[src/rtl/stripe_gen_pkg.sv]
package stripe_gen_pkg;

    typedef enum logic [1:0] {
        GEN_IDLE = 2'd0,
        GEN_RUN  = 2'd1,
        GEN_DONE = 2'd2
    } gen_state_t;

    typedef enum logic [1:0] {
        BAND_RED   = 2'd0,
        BAND_GREEN = 2'd1,
        BAND_BLUE  = 2'd2
    } band_t;

    localparam int CHAN_BITS = 5;
    localparam logic [15:0] WORD_BLACK = 16'h0000;

    function automatic logic [15:0] pack_rgb555(input logic [CHAN_BITS-1:0] r,
                                                input logic [CHAN_BITS-1:0] g,
                                                input logic [CHAN_BITS-1:0] b);
        return {1'b0, r, g, b};
    endfunction

endpackage

[src/rtl/stripe_raster_cnt.sv]
module stripe_raster_cnt
    import stripe_gen_pkg::*;
#(
    parameter int FRAME_W  = 800,
    parameter int FRAME_H  = 600,
    parameter int STRIPE_W = 32,
    localparam int COL_BITS = $clog2(FRAME_W),
    localparam int ROW_BITS = $clog2(FRAME_H),
    localparam int SUB_BITS = (STRIPE_W > 1) ? $clog2(STRIPE_W) : 1
) (
    input  logic                clk,
    input  logic                rst,
    input  logic                clear,
    input  logic                step,
    output logic [ROW_BITS-1:0] row,
    output logic [COL_BITS-1:0] col,
    output band_t               band,
    output logic                at_last
);
    localparam logic [COL_BITS-1:0] COL_LAST = COL_BITS'(FRAME_W - 1);
    localparam logic [ROW_BITS-1:0] ROW_LAST = ROW_BITS'(FRAME_H - 1);
    localparam logic [SUB_BITS-1:0] SUB_LAST = SUB_BITS'(STRIPE_W - 1);

    logic [SUB_BITS-1:0] sub;
    logic                line_end;
    logic                band_end;
    band_t               band_nxt;

    assign line_end = (col == COL_LAST);
    assign band_end = (sub == SUB_LAST);
    assign at_last  = line_end && (row == ROW_LAST);

    always_comb begin
        unique case (band)
            BAND_RED:   band_nxt = BAND_GREEN;
            BAND_GREEN: band_nxt = BAND_BLUE;
            default:    band_nxt = BAND_RED;
        endcase
    end

    always_ff @(posedge clk) begin
        if (rst || clear) begin
            row  <= '0;
            col  <= '0;
            sub  <= '0;
            band <= BAND_RED;
        end else if (step) begin
            if (line_end) begin
                col  <= '0;
                sub  <= '0;
                band <= BAND_RED;
                row  <= row + 1'b1;
            end else begin
                col <= col + 1'b1;
                if (band_end) begin
                    sub  <= '0;
                    band <= band_nxt;
                end else begin
                    sub <= sub + 1'b1;
                end
            end
        end
    end


    col_range_chk: assert property (@(posedge clk) disable iff (rst)
        col <= COL_LAST);


    col_step_chk: assert property (@(posedge clk) disable iff (rst)
        (step && !clear && !line_end) |=> (col == $past(col) + 1'b1));


    line_wrap_chk: assert property (@(posedge clk) disable iff (rst)
        (step && !clear && line_end) |=> (col == '0 && row == $past(row) + 1'b1));


    band_legal_chk: assert property (@(posedge clk) disable iff (rst)
        band != band_t'(2'd3));

endmodule

[src/rtl/stripe_colour_enc.sv]
module stripe_colour_enc
    import stripe_gen_pkg::*;
#(
    parameter int ROW_BITS  = 10,
    parameter int BLACK_ROW = 512
) (
    input  logic [ROW_BITS-1:0] row,
    input  band_t               band,
    output logic [15:0]         pixel
);
    localparam logic [ROW_BITS-1:0] DARK_ROW = ROW_BITS'(BLACK_ROW);
    localparam logic [CHAN_BITS-1:0] FULL = '1;
    localparam logic [CHAN_BITS-1:0] NONE = '0;

    always_comb begin
        if (row == DARK_ROW) begin
            pixel = WORD_BLACK;
        end else begin
            unique case (band)
                BAND_RED:   pixel = pack_rgb555(FULL, NONE, NONE);
                BAND_GREEN: pixel = pack_rgb555(NONE, FULL, NONE);
                default:    pixel = pack_rgb555(NONE, NONE, FULL);
            endcase
        end
    end
endmodule

[src/rtl/stripe_gen_fsm.sv]
module stripe_gen_fsm
    import stripe_gen_pkg::*;
(
    input  logic clk,
    input  logic rst,
    input  logic start,
    input  logic ready,
    input  logic at_last,
    output logic valid,
    output logic step,
    output logic clear,
    output logic done
);
    gen_state_t state, state_nxt;

    always_ff @(posedge clk) begin
        if (rst) state <= GEN_IDLE;
        else     state <= state_nxt;
    end

    always_comb begin
        state_nxt = state;
        unique case (state)
            GEN_IDLE: if (start) state_nxt = GEN_RUN;
            GEN_RUN:  if (ready && at_last) state_nxt = GEN_DONE;
            GEN_DONE: if (start) state_nxt = GEN_RUN;
            default:  state_nxt = GEN_IDLE;
        endcase
    end

    always_comb begin
        valid = 1'b0;
        step  = 1'b0;
        clear = 1'b0;
        done  = 1'b0;
        unique case (state)
            GEN_IDLE: clear = start;
            GEN_RUN: begin
                valid = 1'b1;
                step  = ready && !at_last;
            end
            GEN_DONE: begin
                done  = 1'b1;
                clear = start;
            end
            default: ;
        endcase
    end


    finish_chk: assert property (@(posedge clk) disable iff (rst)
        (valid && ready && at_last) |=> (done && !valid));


    park_chk: assert property (@(posedge clk) disable iff (rst)
        (done && !start) |=> done);


    no_restart_chk: assert property (@(posedge clk) disable iff (rst)
        (valid && start) |-> !clear);

endmodule

[src/rtl/stripe_frame_gen.sv]
module stripe_frame_gen
    import stripe_gen_pkg::*;
#(
    parameter int FRAME_W   = 800,
    parameter int FRAME_H   = 600,
    parameter int STRIPE_W  = 32,
    parameter int BLACK_ROW = 512,
    localparam int COL_BITS = $clog2(FRAME_W),
    localparam int ROW_BITS = $clog2(FRAME_H)
) (
    input  logic                clk,
    input  logic                rst,
    input  logic                start,
    input  logic                out_ready,
    output logic                out_valid,
    output logic [15:0]         out_pixel,
    output logic [ROW_BITS-1:0] out_row,
    output logic [COL_BITS-1:0] out_col,
    output logic                out_sof,
    output logic                out_eof,
    output logic                frame_done
);
    logic  step, clear, at_last;
    band_t band;

    stripe_gen_fsm u_fsm (
        .clk     (clk),
        .rst     (rst),
        .start   (start),
        .ready   (out_ready),
        .at_last (at_last),
        .valid   (out_valid),
        .step    (step),
        .clear   (clear),
        .done    (frame_done)
    );

    stripe_raster_cnt #(
        .FRAME_W  (FRAME_W),
        .FRAME_H  (FRAME_H),
        .STRIPE_W (STRIPE_W)
    ) u_cnt (
        .clk     (clk),
        .rst     (rst),
        .clear   (clear),
        .step    (step),
        .row     (out_row),
        .col     (out_col),
        .band    (band),
        .at_last (at_last)
    );

    stripe_colour_enc #(
        .ROW_BITS  (ROW_BITS),
        .BLACK_ROW (BLACK_ROW)
    ) u_enc (
        .row   (out_row),
        .band  (band),
        .pixel (out_pixel)
    );

    assign out_sof = out_valid && (out_row == '0) && (out_col == '0);
    assign out_eof = out_valid && at_last;


    stall_hold_chk: assert property (@(posedge clk) disable iff (rst)
        (out_valid && !out_ready) |=>
            (out_valid && $stable(out_row) && $stable(out_col) && $stable(out_pixel)));


    eof_pos_chk: assert property (@(posedge clk) disable iff (rst)
        out_eof |-> (out_row == ROW_BITS'(FRAME_H - 1) && out_col == COL_BITS'(FRAME_W - 1)));


    first_red_chk: assert property (@(posedge clk) disable iff (rst)
        (out_sof && BLACK_ROW != 0) |-> (out_pixel == 16'h7C00));


    top_bit_chk: assert property (@(posedge clk) disable iff (rst)
        out_pixel[15] == 1'b0);


    reset_idle_chk: assert property (@(posedge clk)
        rst |=> (!out_valid && !frame_done && out_row == '0 && out_col == '0));

endmodule

[config.mk]
export PLATFORM = sky130hd
export DESIGN_NAME = stripe_frame_gen
export DESIGN_NICKNAME = d
export VERILOG_FILES = /design/src/rtl/stripe_gen_pkg.sv /design/src/rtl/stripe_raster_cnt.sv /design/src/rtl/stripe_colour_enc.sv /design/src/rtl/stripe_gen_fsm.sv /design/src/rtl/stripe_frame_gen.sv
export SDC_FILE = /design/constraint.sdc
export NUM_CORES = 1
export LEC_CHECK = 0
export CORE_MARGIN = 2
export CORE_UTILIZATION = 51
export CTS_CLUSTER_SIZE = 12
export DETAILED_ROUTE_END_ITERATION = 8
export GPL_TIMING_DRIVEN = 1
export PLACE_DENSITY = 0.84
export SLEW_MARGIN = 20
export SYNTH_ARGS = -nofsm -noshare
export SYNTH_HDL_FRONTEND = slang
export SYNTH_SLANG_ARGS = --single-unit
[constraint.sdc]
create_clock -name clk -period 3.3 [get_ports clk]
set_input_delay 0.495 -clock clk [delete_from_list [all_inputs] [get_ports clk]]
set_output_delay 0.495 -clock clk [all_outputs]
set_load 0.02 [all_outputs]
# [Word-level counts from Yosys, hierarchy flattened]
# Cells that the tools add are included.
[word_totals] inputBits=4 register_bits=29 output_inout_bits=40
[classes] n_addsub=3 n_mux=15 n_eq_ne=9 reduce_logical=17
[op_table] op="== test 10 bit, second input constant" n=3
[op_table] op="case mux 15 bit (2 select lines)" n=1
[op_table] op="adder 10 x 1 -> 10 bit, second input constant" n=2
[op_table] op="zero test 10 bit" n=2
[op_table] op="two-way mux 16 bit" n=1
[op_table] op="two-way mux 10 bit" n=1
[op_table] op="two-way mux 5 bit" n=2
[op_table] op="two-way mux 2 bit" n=4
[op_table] op="case mux 2 bit (2 select lines)" n=2
[op_table] op="logical AND 1 bit" n=6
[op_table] op="AND reduction 2 bit" n=3
[op_table] op="adder 5 x 1 -> 5 bit, second input constant" n=1
[op_table] op="== test 5 bit, second input constant" n=1
[op_table] op="== test 2 x 1 -> 1 bit, second input constant" n=2
[op_table] op="zero test 2 bit" n=2
[op_table] op="two-way mux 1 bit" n=4
[op_table] op="!= test 2 x 1 -> 1 bit, second input constant" n=2
[op_table] op="== test 2 bit, second input constant" n=1
[op_table] op="nonzero test 2 bit" n=1
[op_table] op="OR reduction 2 bit" n=1
[op_table] op="zero test 1 bit" n=1
[op_table] op="logical OR 1 bit" n=1

# [Logic depth before layout (Yosys ltp)]
[depth] word_depth=6 mapped_depth=8 ltp_nobuf=6

# [Hierarchy]
# Synthesis repeated with hierarchy kept, for this count alone.
[unflattened] cells_unflattened=187 area_unflattened_um2=1599.0
[modules_own_cells] module="stripe_raster_cnt" cells_each=143 instances=1 seq_area_each_um2=540.5 area_per_inst_um2=1246.2
[modules_own_cells] module="stripe_colour_enc" cells_each=22 instances=1 seq_area_each_um2=0.0 area_per_inst_um2=181.4
[modules_own_cells] module="stripe_gen_fsm" cells_each=12 instances=1 seq_area_each_um2=40.0 area_per_inst_um2=108.9
[modules_own_cells] module="stripe_frame_gen" cells_each=10 instances=1 seq_area_each_um2=0.0 area_per_inst_um2=62.6

# [Worst setup path before layout]
# OpenSTA, ideal clock, no wires.
[synth_path] kind="reg-to-output" startpoint="register u_cnt.row[0]" endpoint="output port out_pixel[11]" path_slack_ns=0.814 arrival_time_ns=1.991 path_buffers=1 path_stages_with_launch=8 t_required_ns=2.805 cell_sequence="dfxtp_1 -> inv_1 -> ha_1 -> nand2b_1 -> nor4_1 -> and2_1 -> nor3_1 -> buf_4"
[synth_via] elab_chain_cells=2
[synth_lines] item="start, declared" line_no="stripe_raster_cnt.sv:15" source="output logic [ROW_BITS-1:0] row,"
[synth_lines] item="start signal, assigned" line_no="stripe_raster_cnt.sv:52" source="row <= row + 1'b1;"
[synth_lines] item="== test 10 bit" line_no="stripe_colour_enc.sv:16" source="if (row == DARK_ROW) begin"
[synth_lines] item="two-way mux 16 bit" line_no="stripe_colour_enc.sv:16"
[synth_lines] item="end, declared" line_no="stripe_frame_gen.sv:16" source="output logic [15:0] out_pixel,"
# No other way between the ends.

# [Final worst setup path]
[layout_path] startpoint="register u_cnt.row[5]" endpoint="output port out_pixel[12]"
# Same word-level chain as after synthesis.

==> metrics.txt <==
Comb pwr share=0.066; num rows=20; DP Wirelength=2.405 mm; Leak Pwr=0.7136 nW; post-CTS setup buffers=0; Pins Over Slew Limit=0; core area=3028 um^2; drt wl/cell=12.69 um; ANT cells=0; Initial Util=0.5298; vias in the first global route=1213; via count=1404; crit-path max cell delay=0.55 ns; CP arrival=2.56 ns; synthesized instance count=185; CTS Buf Count=5; Slowest cell on crit path=or4_4; Max Fanout on Critical Path=8; # clock sinks=29; net switching power=0.1518 mW; count of buffers from port buffering=42; Ys Warns=0; commonest non-fill, non-tap cell in the layout=clkdlybuf4s50_1; worst path cell trace=or4_4 > nor4_1 > and2_1 > nor3_1 > clkdlybuf4s50_1; Critical Path RT=2.80 ns; layout cells sized above 1=0.08295; drt total wl=3.312 mm; CTS hold repair buffers=0; initial drt markers=31; Final setup violation count=0; Clk pwr share=0.362; Die W=60.08 um; Yosys reg bits=29; post-synth cell types=45; Rel. slew slack=0.5569; Initial DRT Pass Iterations=4; Worst Skew=0.003676 ns; initial antenna violation count=0; total global-route track usage=0.2038; Overflow after GRT=0; worst setup path category=reg -> out; Post-CTS Resized=0; DRC=0; Pint=0.4674 mW; CP Capture Type=primary output; most frequent cells in the layout=clkdlybuf4s50_1, dfxtp_1, nor2_1, nor3_1, xnor2_1; TritonCTS clock tree=built; Hold Crit Class=reg -> reg; Post-synth EDFFs=0; Synth Cell Area=1604 um^2; P&R area growth vs syn=25.51%; die area=3610 um^2; top_reg_cell synth=dfxtp_1; vias per inst=5.379; Least-Margin Pin Slew=0.6596 ns; number of max-cap violations=0; Sequential Power Share=0.572; Worst setup SP type=flip-flop; Setup Slack @ Placement=0.6336 ns; achievable frequency=0.3276 GHz; Worst-Skew Late Latency=0.34 ns; Longest Clk Path Bufs=2; post-synthesis sequential area ratio=0.3619; final period utilization=0.9251; crit path time final=3.053 ns; remaining antenna violation count=0; Die Span Y=60.08 um; status=complete, no violations; Hold Vio Cnt, Final=0; Pwr Total=0.6193 mW; # nets final=227; asr flop ratio synth=0; clk root buf=clkbuf_4; Final WS setup=0.2472 ns; Power Density=307.6 nW/um^2; VDD IR max=0.2581 mV; Clock transition at path regs=0.09 ns; Sw Ratio=0.2452; IO Pins=44; average cell area after synthesis=8.670 um^2; RSZ-0062 raised after global routing=false; first-pass GRT wire length=5.416 mm; Final TNS setup=0 ns; GP Congestion=0.8440; Synth Net Count=195; CTS H-Tree Depth=2; largest net degree at the start of global routing=16
==> cells in the mapped netlist (2+ instances only) <==
cell | n | share of area
a21oi_1 | 8 | 0.025
a22o_1 | 3 | 0.016
a32o_2 | 2 | 0.014
and2_1 | 2 | 0.0078
and3_1 | 3 | 0.012
and4_1 | 2 | 0.011
buf_4 | 13 | 0.061
clkbuf_1 | 2 | 0.0047
dfxtp_1 | 29 | 0.36
ha_1 | 6 | 0.047
inv_1 | 7 | 0.016
nand2_1 | 6 | 0.014
nand2b_1 | 5 | 0.020
nand3_1 | 8 | 0.025
nand4_1 | 7 | 0.027
nor2_1 | 22 | 0.051
nor2b_1 | 4 | 0.016
nor3_1 | 11 | 0.034
nor4_1 | 3 | 0.012
o21ai_0 | 3 | 0.0094
xnor2_1 | 10 | 0.055
xor2_1 | 6 | 0.033
==> registers in the layout (all words and copies together) (netlist names) <==
| name | cells |
|---|---|
| u_cnt.row | 10 |
| u_cnt.band | 2 |
| u_cnt.col | 10 |
| u_fsm.state | 2 |
| u_cnt.sub | 5 |
==> area by class of cell <==
class,instances,area (um^2)
inverter,7,26.28
timing repair buffer,42,420.4
multi-input combinational,132,875.8
sequential,29,580.6
clock buffer,7,55.05
tap,44,55.05
fill,260,1015
==> cells by family after synthesis <==
family / count (synthesis) / share of synthesized area
adder cells (fa/ha/maj): 6 / 0.04680
multiplexers: 2 / 0.01326
AO/OA/AOI/OAI: 24 / 0.1092
flip-flops: 29 / 0.3619
buffers and inverters: 24 / 0.09204
AND/OR/NAND/NOR: 83 / 0.2871
XOR/XNOR: 16 / 0.08736
other: 1 / 0.002338
==> critical path: cells and delay by family (launching register included) <==
family        cells  cell delay [ns]
buf+inv           1             0.55
flops             1             0.38
simple gates      4             1.29
==> per-stage QoR <==
| stage | instances | hold slack (ns) | area (um^2) | util |
|---|---|---|---|---|
| CTS | 261 | 0.4871 | 2013 | 0.6649 |
| detailed placement | 254 | 0.4731 | 1958 | 0.6467 |
| global route | 261 | 0.5326 | 2013 | 0.6649 |
| global placement | 254 | 0.4667 | 1958 | 0.6467 |
| floorplan | 185 | 0.4490 | 1604 | - |
| finish | 261 | 0.4879 | 2013 | 0.6649 |
==> routing by layer <==
| metal | GRT usage | routed length, um |
|---|---|---|
| met1 | 0.2441 | 1514 |
| met5 | 0 | 0 |
| met4 | 0.08571 | 64 |
| met2 | 0.3307 | 1546 |
| met3 | 0.06926 | 186 |
==> final timing paths <==
path | from | to | slack, ns | cells past startpoint
max reg2reg | u_cnt.col[0] | u_cnt.band[0] | 1.14 | 6
max | u_cnt.row[5] | out_pixel[12] | 0.25 | 5
min reg2reg | u_cnt.sub[3] | u_cnt.sub[3] | 0.49 | 2
min | u_cnt.sub[3] | u_cnt.sub[3] | 0.49 | 2
==> power by group through the flow <==
stage          clock [mW]  combinational [mW]  sequential, mW
6_report            0.224              0.0407           0.354
5_1_grt             0.245              0.0446           0.355
4_1_cts             0.229              0.0407           0.354
3_5_place_dp            0              0.0405           0.363
3_3_place_gp            0              0.0402           0.362
2_1_floorplan           0              0.0280           0.363
Note: power is estimated with default switching activity, not from simulation.
